### config.mk
export PLATFORM = sky130hd
export DESIGN_NAME = alu8_top
export DESIGN_NICKNAME = d
export VERILOG_FILES = /design/src/rtl/alu8_pkg.sv /design/src/rtl/alu8_core.sv /design/src/rtl/alu8_flagsel.sv /design/src/rtl/alu8_status.sv /design/src/rtl/alu8_top.sv
export SDC_FILE = /design/constraint.sdc
export NUM_CORES = 1
export LEC_CHECK = 0
export ABC_AREA = 1
export BUFFER_PORTS_ARGS = -buffer_cell sky130_fd_sc_hd__buf_2
export CORE_ASPECT_RATIO = 1.2
export CORE_MARGIN = 3
export CORE_UTILIZATION = 60
export CTS_CLUSTER_DIAMETER = 150
export CTS_CLUSTER_SIZE = 16
export DETAILED_ROUTE_END_ITERATION = 7
export HOLD_SLACK_MARGIN = 0.05
export PLACE_DENSITY = 0.87
export SETUP_SLACK_MARGIN = 0.05
export SLEW_MARGIN = 5
export SYNTH_ARGS = -nofsm -noshare
export SYNTH_HDL_FRONTEND = slang
export SYNTH_HIERARCHICAL = 1
export SYNTH_SLANG_ARGS = --single-unit
### constraint.sdc
create_clock -name clk -period 9.72 [get_ports clk]
set_input_delay 1.458 -clock clk [delete_from_list [all_inputs] [get_ports clk]]
set_output_delay 1.458 -clock clk [all_outputs]
set_load 0.05 [all_outputs]
### src/rtl/alu8_pkg.sv
package alu8_pkg;
  localparam int DW        = 8;
  localparam int OPW       = 5;
  localparam int FL_N      = 7;
  localparam int FL_V      = 6;
  localparam int FL_ONE    = 5;
  localparam int FL_B      = 4;
  localparam int FL_D      = 3;
  localparam int FL_I      = 2;
  localparam int FL_Z      = 1;
  localparam int FL_C      = 0;
  localparam logic [7:0] ST_RESET = 8'h20;

  typedef enum logic [OPW-1:0] {
    OP_ADD  = 5'd0,
    OP_SUB  = 5'd1,
    OP_AND  = 5'd2,
    OP_OR   = 5'd3,
    OP_XOR  = 5'd4,
    OP_SHL  = 5'd5,
    OP_SHR  = 5'd6,
    OP_ROTL = 5'd7,
    OP_ROTR = 5'd8,
    OP_INC  = 5'd9,
    OP_DEC  = 5'd10,
    OP_CMP  = 5'd11,
    OP_TST  = 5'd12,
    OP_MOV  = 5'd13,
    OP_CLRC = 5'd14,
    OP_SETC = 5'd15,
    OP_CLRV = 5'd16,
    OP_CLRD = 5'd17,
    OP_SETD = 5'd18,
    OP_CLRI = 5'd19,
    OP_SETI = 5'd20
  } alu_op_e;
endpackage

### src/rtl/alu8_core.sv
module alu8_core
  import alu8_pkg::*;
#(
  parameter int W = DW
) (
  input  alu_op_e      op,
  input  logic [W-1:0] a,
  input  logic [W-1:0] b,
  input  logic         cin,
  output logic [W-1:0] res,
  output logic [7:0]   val
);
  localparam int MSB = W - 1;

  logic [W:0]   sum;
  logic [W-1:0] addend;
  logic [W-1:0] nz_src;
  logic         cadd, ovf, n_b, v_b, z_b, c_b, d_b, i_b, tst_sel;

  always_comb begin
    addend = (op == OP_ADD) ? b : ~b;
    cadd   = (op == OP_CMP) ? 1'b1 : cin;
    sum    = {1'b0, a} + {1'b0, addend} + {{W{1'b0}}, cadd};
    ovf    = (a[MSB] == addend[MSB]) && (sum[MSB] != a[MSB]);
  end

  always_comb begin
    res     = a;
    nz_src  = a;
    c_b     = 1'b0;
    v_b     = 1'b0;
    d_b     = 1'b0;
    i_b     = 1'b0;
    tst_sel = 1'b0;
    unique case (op)
      OP_ADD, OP_SUB: begin
        res = sum[W-1:0]; c_b = sum[W]; v_b = ovf;
      end
      OP_AND:  res = a & b;
      OP_OR:   res = a | b;
      OP_XOR:  res = a ^ b;
      OP_INC:  res = a + W'(1);
      OP_DEC:  res = a - W'(1);
      OP_MOV:  res = b;
      OP_SHL:  begin res = {a[MSB-1:0], 1'b0}; c_b = a[MSB]; end
      OP_SHR:  begin res = {1'b0, a[MSB:1]};   c_b = a[0];   end
      OP_ROTL: begin res = {a[MSB-1:0], cin};  c_b = a[MSB]; end
      OP_ROTR: begin res = {cin, a[MSB:1]};    c_b = a[0];   end
      OP_CMP:  c_b = sum[W];
      OP_TST:  tst_sel = 1'b1;
      OP_SETC: c_b = 1'b1;
      OP_SETD: d_b = 1'b1;
      OP_SETI: i_b = 1'b1;
      default: ;
    endcase
    nz_src = (op == OP_CMP) ? sum[W-1:0] : res;
  end

  always_comb begin
    n_b = tst_sel ? b[MSB] : nz_src[MSB];
    z_b = tst_sel ? ~|(a & b) : ~|nz_src;
    val         = 8'h00;
    val[FL_N]   = n_b;
    val[FL_V]   = tst_sel ? b[MSB-1] : v_b;
    val[FL_ONE] = 1'b1;
    val[FL_D]   = d_b;
    val[FL_I]   = i_b;
    val[FL_Z]   = z_b;
    val[FL_C]   = c_b;
  end
endmodule

### src/rtl/alu8_flagsel.sv
module alu8_flagsel
  import alu8_pkg::*;
(
  input  alu_op_e    op,
  input  logic [7:0] val,
  input  logic [7:0] mask,
  input  logic [7:0] cur,
  output logic [7:0] nxt
);
  logic [7:0] own, wr;

  always_comb begin
    own = 8'h00;
    unique case (op)
      OP_ADD, OP_SUB:                           own = 8'hC3;
      OP_AND, OP_OR, OP_XOR, OP_INC, OP_DEC,
      OP_MOV:                                   own = 8'h82;
      OP_SHL, OP_SHR, OP_ROTL, OP_ROTR, OP_CMP: own = 8'h83;
      OP_TST:                                   own = 8'hC2;
      OP_CLRC, OP_SETC:                         own[FL_C] = 1'b1;
      OP_CLRV:                                  own[FL_V] = 1'b1;
      OP_CLRD, OP_SETD:                         own[FL_D] = 1'b1;
      OP_CLRI, OP_SETI:                         own[FL_I] = 1'b1;
      default:                                  own = 8'h00;
    endcase
    wr          = own & mask;
    nxt         = (cur & ~wr) | (val & wr);
    nxt[FL_ONE] = 1'b1;
  end
endmodule

### src/rtl/alu8_status.sv
module alu8_status
  import alu8_pkg::*;
(
  input  logic       clk,
  input  logic       rst_n,
  input  logic       en,
  input  logic [7:0] nxt,
  output logic [7:0] q
);
  logic [7:0] st_d, st_q;

  always_comb begin
    st_d = en ? nxt : st_q;
  end

  always_ff @(posedge clk or negedge rst_n) begin
    if (!rst_n) st_q <= ST_RESET;
    else        st_q <= st_d;
  end

  assign q = st_q;

  assert_hold_R10: assert property (@(posedge clk) disable iff (!rst_n)
    !en |=> $stable(st_q));

  assert_fixed_one_R11: assert property (@(posedge clk) disable iff (!rst_n)
    st_q[FL_ONE] == 1'b1);
endmodule

### src/rtl/alu8_top.sv
module alu8_top
  import alu8_pkg::*;
#(
  parameter int SYNC_STAGES = 2
) (
  input  logic       clk,
  input  logic       rst_n,
  input  logic [4:0] op,
  input  logic [7:0] opa,
  input  logic [7:0] opb,
  input  logic       cin,
  input  logic [7:0] flag_mask,
  input  logic       upd_en,
  output logic [7:0] result,
  output logic [7:0] flags_next,
  output logic [7:0] status
);
  logic [SYNC_STAGES-1:0] rst_sync;
  logic                   rst_s;
  logic [7:0]             raw_val;
  alu_op_e                op_e;

  assign op_e = alu_op_e'(op);

  always_ff @(posedge clk or negedge rst_n) begin
    if (!rst_n) rst_sync <= '0;
    else        rst_sync <= {rst_sync[SYNC_STAGES-2:0], 1'b1};
  end
  assign rst_s = rst_sync[SYNC_STAGES-1];

  alu8_core #(.W(DW)) u_core (
    .op (op_e),
    .a  (opa),
    .b  (opb),
    .cin(cin),
    .res(result),
    .val(raw_val)
  );

  alu8_flagsel u_flagsel (
    .op  (op_e),
    .val (raw_val),
    .mask(flag_mask),
    .cur (status),
    .nxt (flags_next)
  );

  alu8_status u_status (
    .clk  (clk),
    .rst_n(rst_s),
    .en   (upd_en),
    .nxt  (flags_next),
    .q    (status)
  );

  assert_commit_R10: assert property (@(posedge clk) disable iff (!rst_s)
    upd_en |=> status == $past(flags_next));

  assert_logic_keeps_vc_R3: assert property (@(posedge clk) disable iff (!rst_s)
    (upd_en && (op_e inside {OP_AND, OP_OR, OP_XOR, OP_INC, OP_DEC, OP_MOV}))
    |=> (status[FL_V] == $past(status[FL_V])) && (status[FL_C] == $past(status[FL_C])));

  assert_shr_clears_n_R4: assert property (@(posedge clk) disable iff (!rst_s)
    (upd_en && op_e == OP_SHR && flag_mask[FL_N]) |=> !status[FL_N]);

  assert_cmp_keeps_opa_R6: assert property (@(posedge clk) disable iff (!rst_s)
    (op_e == OP_CMP) |-> result == opa);

  assert_mask_blocks_c_R9: assert property (@(posedge clk) disable iff (!rst_s)
    (upd_en && !flag_mask[FL_C]) |=> status[FL_C] == $past(status[FL_C]));
endmodule

==> results of run 1 <==
[worst paths after layout]
kind | startpoint | to | slack [ns]
max in group asynchronous | rst_n | rst_sync[1] | 8.63
setup reg to reg | u_status/q[1] | u_status/q[1] | 8.88
setup / recovery | op[3] | flags_next[1] | 2.68
hold / removal | rst_sync[1] | u_status/q[7] | 0.13
min in group clk | rst_sync[0] | rst_sync[1] | 0.35
hold reg to reg | rst_sync[1] | u_status/q[7] | 0.13
[critical path: stages]
cell and delay (ns):
buf_2 0.17, nor2_1 0.34, nand3_2 0.26, inv_2 0.20, nand2_1 0.29, xor2_1 0.21, inv_1 0.07, fa_1 0.46
fa_1 0.43, xnor2_1 0.22, nor2_1 0.07, nor2_1 0.10, nand3_1 0.08, nor2_1 0.10, nand2_1 0.07, inv_1 0.05
nand2_1 0.04, nor2_1 0.15, nand3_1 0.11, nand2_1 0.08, nand2_1 0.05, nand2_1 0.05, inv_1 0.04, a31oi_1 0.18
buf_2 0.29
[layout make-up]
| type | instances | share of cell area, % |
|---|---|---|
| multi-input combinational | 379 | 68.27 |
| inverter | 82 | 10.31 |
| tap | 54 | 2.263 |
| timing repair buffer | 53 | 8.885 |
| sequential | 10 | 8.424 |
| clock buffer | 4 | 1.844 |
[state kept, by name, indices dropped and copies added, names as in the netlist]
signal	flops
rst_sync	2
u_status/q	8
[routing by layer]
metal / GRT usage (%) / up-vias
li1: - / 1609
met1: 35.04 / 1368
met2: 50.40 / 168
met3: 3.253 / 40
met4: 17.44 / 0
met5: 0 / -
[through the flow]
stage               std cells  hold slack, ns  total power (µW)  setup WS [ns]
global placement          578          0.1322             205.9          2.820
CTS                       582          0.1356             261.8          2.740
global route              582          0.1595             283.1          2.244
floorplan                 480         0.09387             169.5          2.566
detailed placement        578          0.1255             209.7          2.743
finish                    582          0.1252             261.9          2.679
[power breakdown]
group          total, µW  internal, µW  switching (µW)
clock               50.7          35.5            15.2
combinational        162          46.0             116
sequential          48.8          45.6            3.17
==> reports/metrics.yaml, run 1 <==
finish:
  fillers: 369
  nNetsFinal: 594
  utilization_pct: 72.86
  multiInputGateArea_um2: 2038
  final_cell_mix: "nand2_1 (169), inv_1 (72), buf_2 (53), nand3_1 (49), nor2_1 (45)"
  fin_area_um2: 2985
  layout.area.seq_um2: 251.5
  area_growth_pct: 11.86
  diodes: 0
  layout_commonest_cell: "nand2_1"
  drive_gt1_share_pct: 16.10
worst_setup_path:
  critPathArrivalTime_ns: 5.58
  start_kind: "input pin"
  cp_max_fo: 11
  required_ns: 8.26
  worstSetupPathType: "in2out"
  end_kind: "output port"
  r2r_cells: 4
timing:
  clock.fmax_mhz: 142.0
  tightest_slew_ns: 0.8120
  setup_viol: 0
  drv_slew: 0
  hold_viol_final: 0
  skew_ns: 0.0002399
  maxSlewHeadroom_pct: 45.45
  rsz0062_at_grt: "no"
  fin_crit_sh_pct: 72.44
  min_period_ns: 7.041
  tns_ns: 0
pwr:
  ir_drop_mv: 0.04480
  p_per_area_nw_per_um2: 87.73
  power_leakage_uw: 0.001794
job:
  drv_cap: 0
clocking:
  clk_latency_ns: 0.23
  cts.sinks: 10
  cts_hold_buf: 0
  clk_path_buf_depth: 2
  htree_levels: 1
  cts_made_buffers: 3
  clkSlewWorstSetupHoldPaths_ns: 0.04
  post_cts_resized: 0
  cts_tree: "done"
  postCtsSetupBuffers: 0
  clock_tree.root_cell: "clkbuf_8"
routing:
  drt-pass1-iter-count: 5
  viasPerCell: 5.473
  top_layer: "met4"
  routedLengthMet1_mm: 2.965
  met2RoutedLength_mm: 3.489
  post_drt_wl_per_cell_um: 12.86
  met3_length_um: 624
  drc_errors: 0
  drt_iter0_drc: 259
  drt-total-wl_mm: 7.487
  num_vias: 3185
  ant_nets: 0
placement:
  hpwlAfterDp_mm: 6.137
  io_buffers: 53
  placed_area_um2: 2930
  place_congestion: 0.9746
floorplan:
  rows: 25
  die_y_um: 79.06
  core-area_um2: 4098
  ioPinCount: 57
  die_area_um2: 5288
  initial_core_util_pct: 65.13
  fp.dieW_um: 66.88
yosys:
  netlist_area_um2: 2669
  synth_fp_nets: 545
  avgSynthCellArea_um2: 5.560
  synth_warnings: 6
  synthCells: 480
global_route:
  grt_max_degree: 12
  grt_usage_pct: 29.60
  antenna_found_initial: 0
  grt.overflow.total: 0
  grt_first_pass_wirelength_mm: 12.52
  grt_pass1_vias: 2964
run_status:
  outcome: "complete, no violations"
hold_path:
  hold_path.class: "reg2async"
(Power assumes the default switching activity.)
==> inputs of run 2 (changes only) <==
--- a/config.mk
+++ b/config.mk
@@ -9,12 +9,12 @@
 export BUFFER_PORTS_ARGS = -buffer_cell sky130_fd_sc_hd__buf_2
 export CORE_ASPECT_RATIO = 1.2
 export CORE_MARGIN = 3
-export CORE_UTILIZATION = 60
+export CORE_UTILIZATION = 57
 export CTS_CLUSTER_DIAMETER = 150
 export CTS_CLUSTER_SIZE = 16
 export DETAILED_ROUTE_END_ITERATION = 7
 export HOLD_SLACK_MARGIN = 0.05
-export PLACE_DENSITY = 0.87
+export PLACE_DENSITY = 0.83
 export SETUP_SLACK_MARGIN = 0.05
 export SLEW_MARGIN = 5
 export SYNTH_ARGS = -nofsm -noshare
==> constraint.sdc (replaced) <==
create_clock -name clk -period 6.82 [get_ports clk]
set_input_delay 1.023 -clock clk [delete_from_list [all_inputs] [get_ports clk]]
set_output_delay 1.023 -clock clk [all_outputs]
set_load 0.05 [all_outputs]
==> reports/metrics.yaml, run 2 (synthesized netlist as in run 1, its figures left out) <==
worst_setup_path:
  cp_max_fo: 11
  worstSetupPathType: "in2out"
  rrSetupSlack_ns: 5.99
  reg2reg_to: "u_status/q[7]"
  path_common_cell: "nand2_1"
  end_kind: "output port"
  start_kind: "input pin"
  required_ns: 5.80
  critPathArrivalTime_ns: 5.16
  r2r_start: "u_status/q[7]"
  cp_slowest_cell: "fa_1"
  critPathMaxStageDelay_ns: 0.46
  r2r_cells: 4
clocking:
  clk_path_buf_depth: 2
  clock_tree.root_cell: "clkbuf_8"
  post_cts_resized: 0
  clk_latency_ns: 0.23
  cts_made_buffers: 3
  cts_tree: "done"
  cts.sinks: 10
  postCtsSetupBuffers: 0
  clkSlewWorstSetupHoldPaths_ns: 0.05
  cts_hold_buf: 0
  htree_levels: 1
routing:
  drt-total-wl_mm: 7.656
  viasPerCell: 5.442
  drt_iter0_drc: 199
  drt-pass1-iter-count: 5
  num_vias: 3178
  post_drt_wl_per_cell_um: 13.11
  ant_nets: 0
  drc_errors: 0
global_route:
  grt_max_degree: 12
  grt_pass1_vias: 2840
  antenna_found_initial: 0
  grt.overflow.total: 0
  grt_first_pass_wirelength_mm: 12.03
  grt_usage_pct: 27.31
finish:
  layout_commonest_cell: "nand2_1"
  drive_gt1_share_pct: 16.10
  nNetsFinal: 594
  final_cell_mix: "nand2_1 (169), inv_1 (72), buf_2 (53), nand3_1 (49), nor2_1 (45)"
  area_growth_pct: 11.96
  largest_register_ffs: 8
  diodes: 0
timing:
  tightest_slew_ns: 0.7681
  tns_ns: 0
  maxSlewHeadroom_pct: 48.40
  clock.fmax_mhz: 161.8
  skew_ns: 0.0008927
  fin_crit_sh_pct: 90.60
  drv_slew: 0
  setup_viol: 0
  min_period_ns: 6.179
  rsz0062_at_grt: "no"
  hold_viol_final: 0
hold_path:
  hold_path.class: "reg2async"
floorplan:
  die_y_um: 80.96
  rows: 26
  initial_core_util_pct: 60.77
  fp.dieW_um: 68.47
  core-area_um2: 4392
  ioPinCount: 57
  die_area_um2: 5543
pwr:
  p_per_area_nw_per_um2: 125.7
  power_leakage_uw: 0.001794
  total_power_uw: 375.5
  ir_drop_mv: 0.07200
placement:
  hpwlAfterDp_mm: 6.093
  place_congestion: 1.002
  io_buffers: 53
job:
  drv_cap: 0
run_status:
  outcome: "complete, no violations"
==> run 2: cell counts in the layout (fill, tap and decap cells not counted) <==
No cell type changed its count.
==> run 2: metal layers <==
| metal | GRT usage (%) | up-vias | part of all wire [%] |
|---|---|---|---|
| li1 | - | 1600 | - |
| met1 | 31.81 | 1382 | 40 |
| met2 | 47.47 | 168 | 48 |
| met3 | 2.766 | 28 | 8.8 |
| met4 | 15.11 | 0 | 3.3 |
| met5 | 0 | - | 0 |
==> run 2: area by class of cell <==
type | instances | area (µm²)
Multi-Input combinational cell | 379 | 2038
Fill cell | 441 | 1404
Inverter | 82 | 307.8
Timing Repair Buffer | 53 | 265.3
Sequential cell | 10 | 251.5
Tap cell | 56 | 70.07
Clock buffer | 4 | 55.05
==> run 2: metrics by stage <==
step	util [%]	std cells	worst slack (ns)	hold slack (ns)	area, µm²
after floorplan	-	480	0.5361	0.09387	2669
after global placement	66.78	580	0.8176	0.1308	2933
after detailed placement	66.78	580	0.7151	0.1286	2933
after CTS	68.03	584	0.7206	0.1390	2988
after global routing	68.03	584	0.2333	0.1665	2988
final	68.03	584	0.6414	0.1323	2988
==> run 2: worst max-delay path by stage <==
stage / startpoint / end / slack [ns] / cells after the start
2_1_floorplan: op[3] / flags_next[1] / 0.54 / 22
3_3_place_gp: op[3] / flags_next[1] / 0.82 / 25
3_5_place_dp: op[3] / flags_next[1] / 0.72 / 25
4_1_cts: op[3] / flags_next[1] / 0.72 / 25
5_1_grt: op[3] / flags_next[1] / 0.23 / 25
6_report: op[3] / flags_next[1] / 0.64 / 25
==> run 2: critical path: cells and delay by family <==
kind	cells	cell delay [ns]
XOR/XNOR	2	0.45
buffers and inverters	6	0.82
AND/OR/NAND/NOR	14	1.80
adder cells (fa/ha/maj)	2	0.89
AO/OA/AOI/OAI	1	0.18
==> run 2: where the power goes <==
group	total (µW)	switching [µW]	leakage, µW	internal (µW)
sequential	69.4	4.38	0.000128	65.0
combinational	233	168	0.00164	65.6
clock	72.9	22.3	0.0000288	50.7
total	376	194	0.00179	181
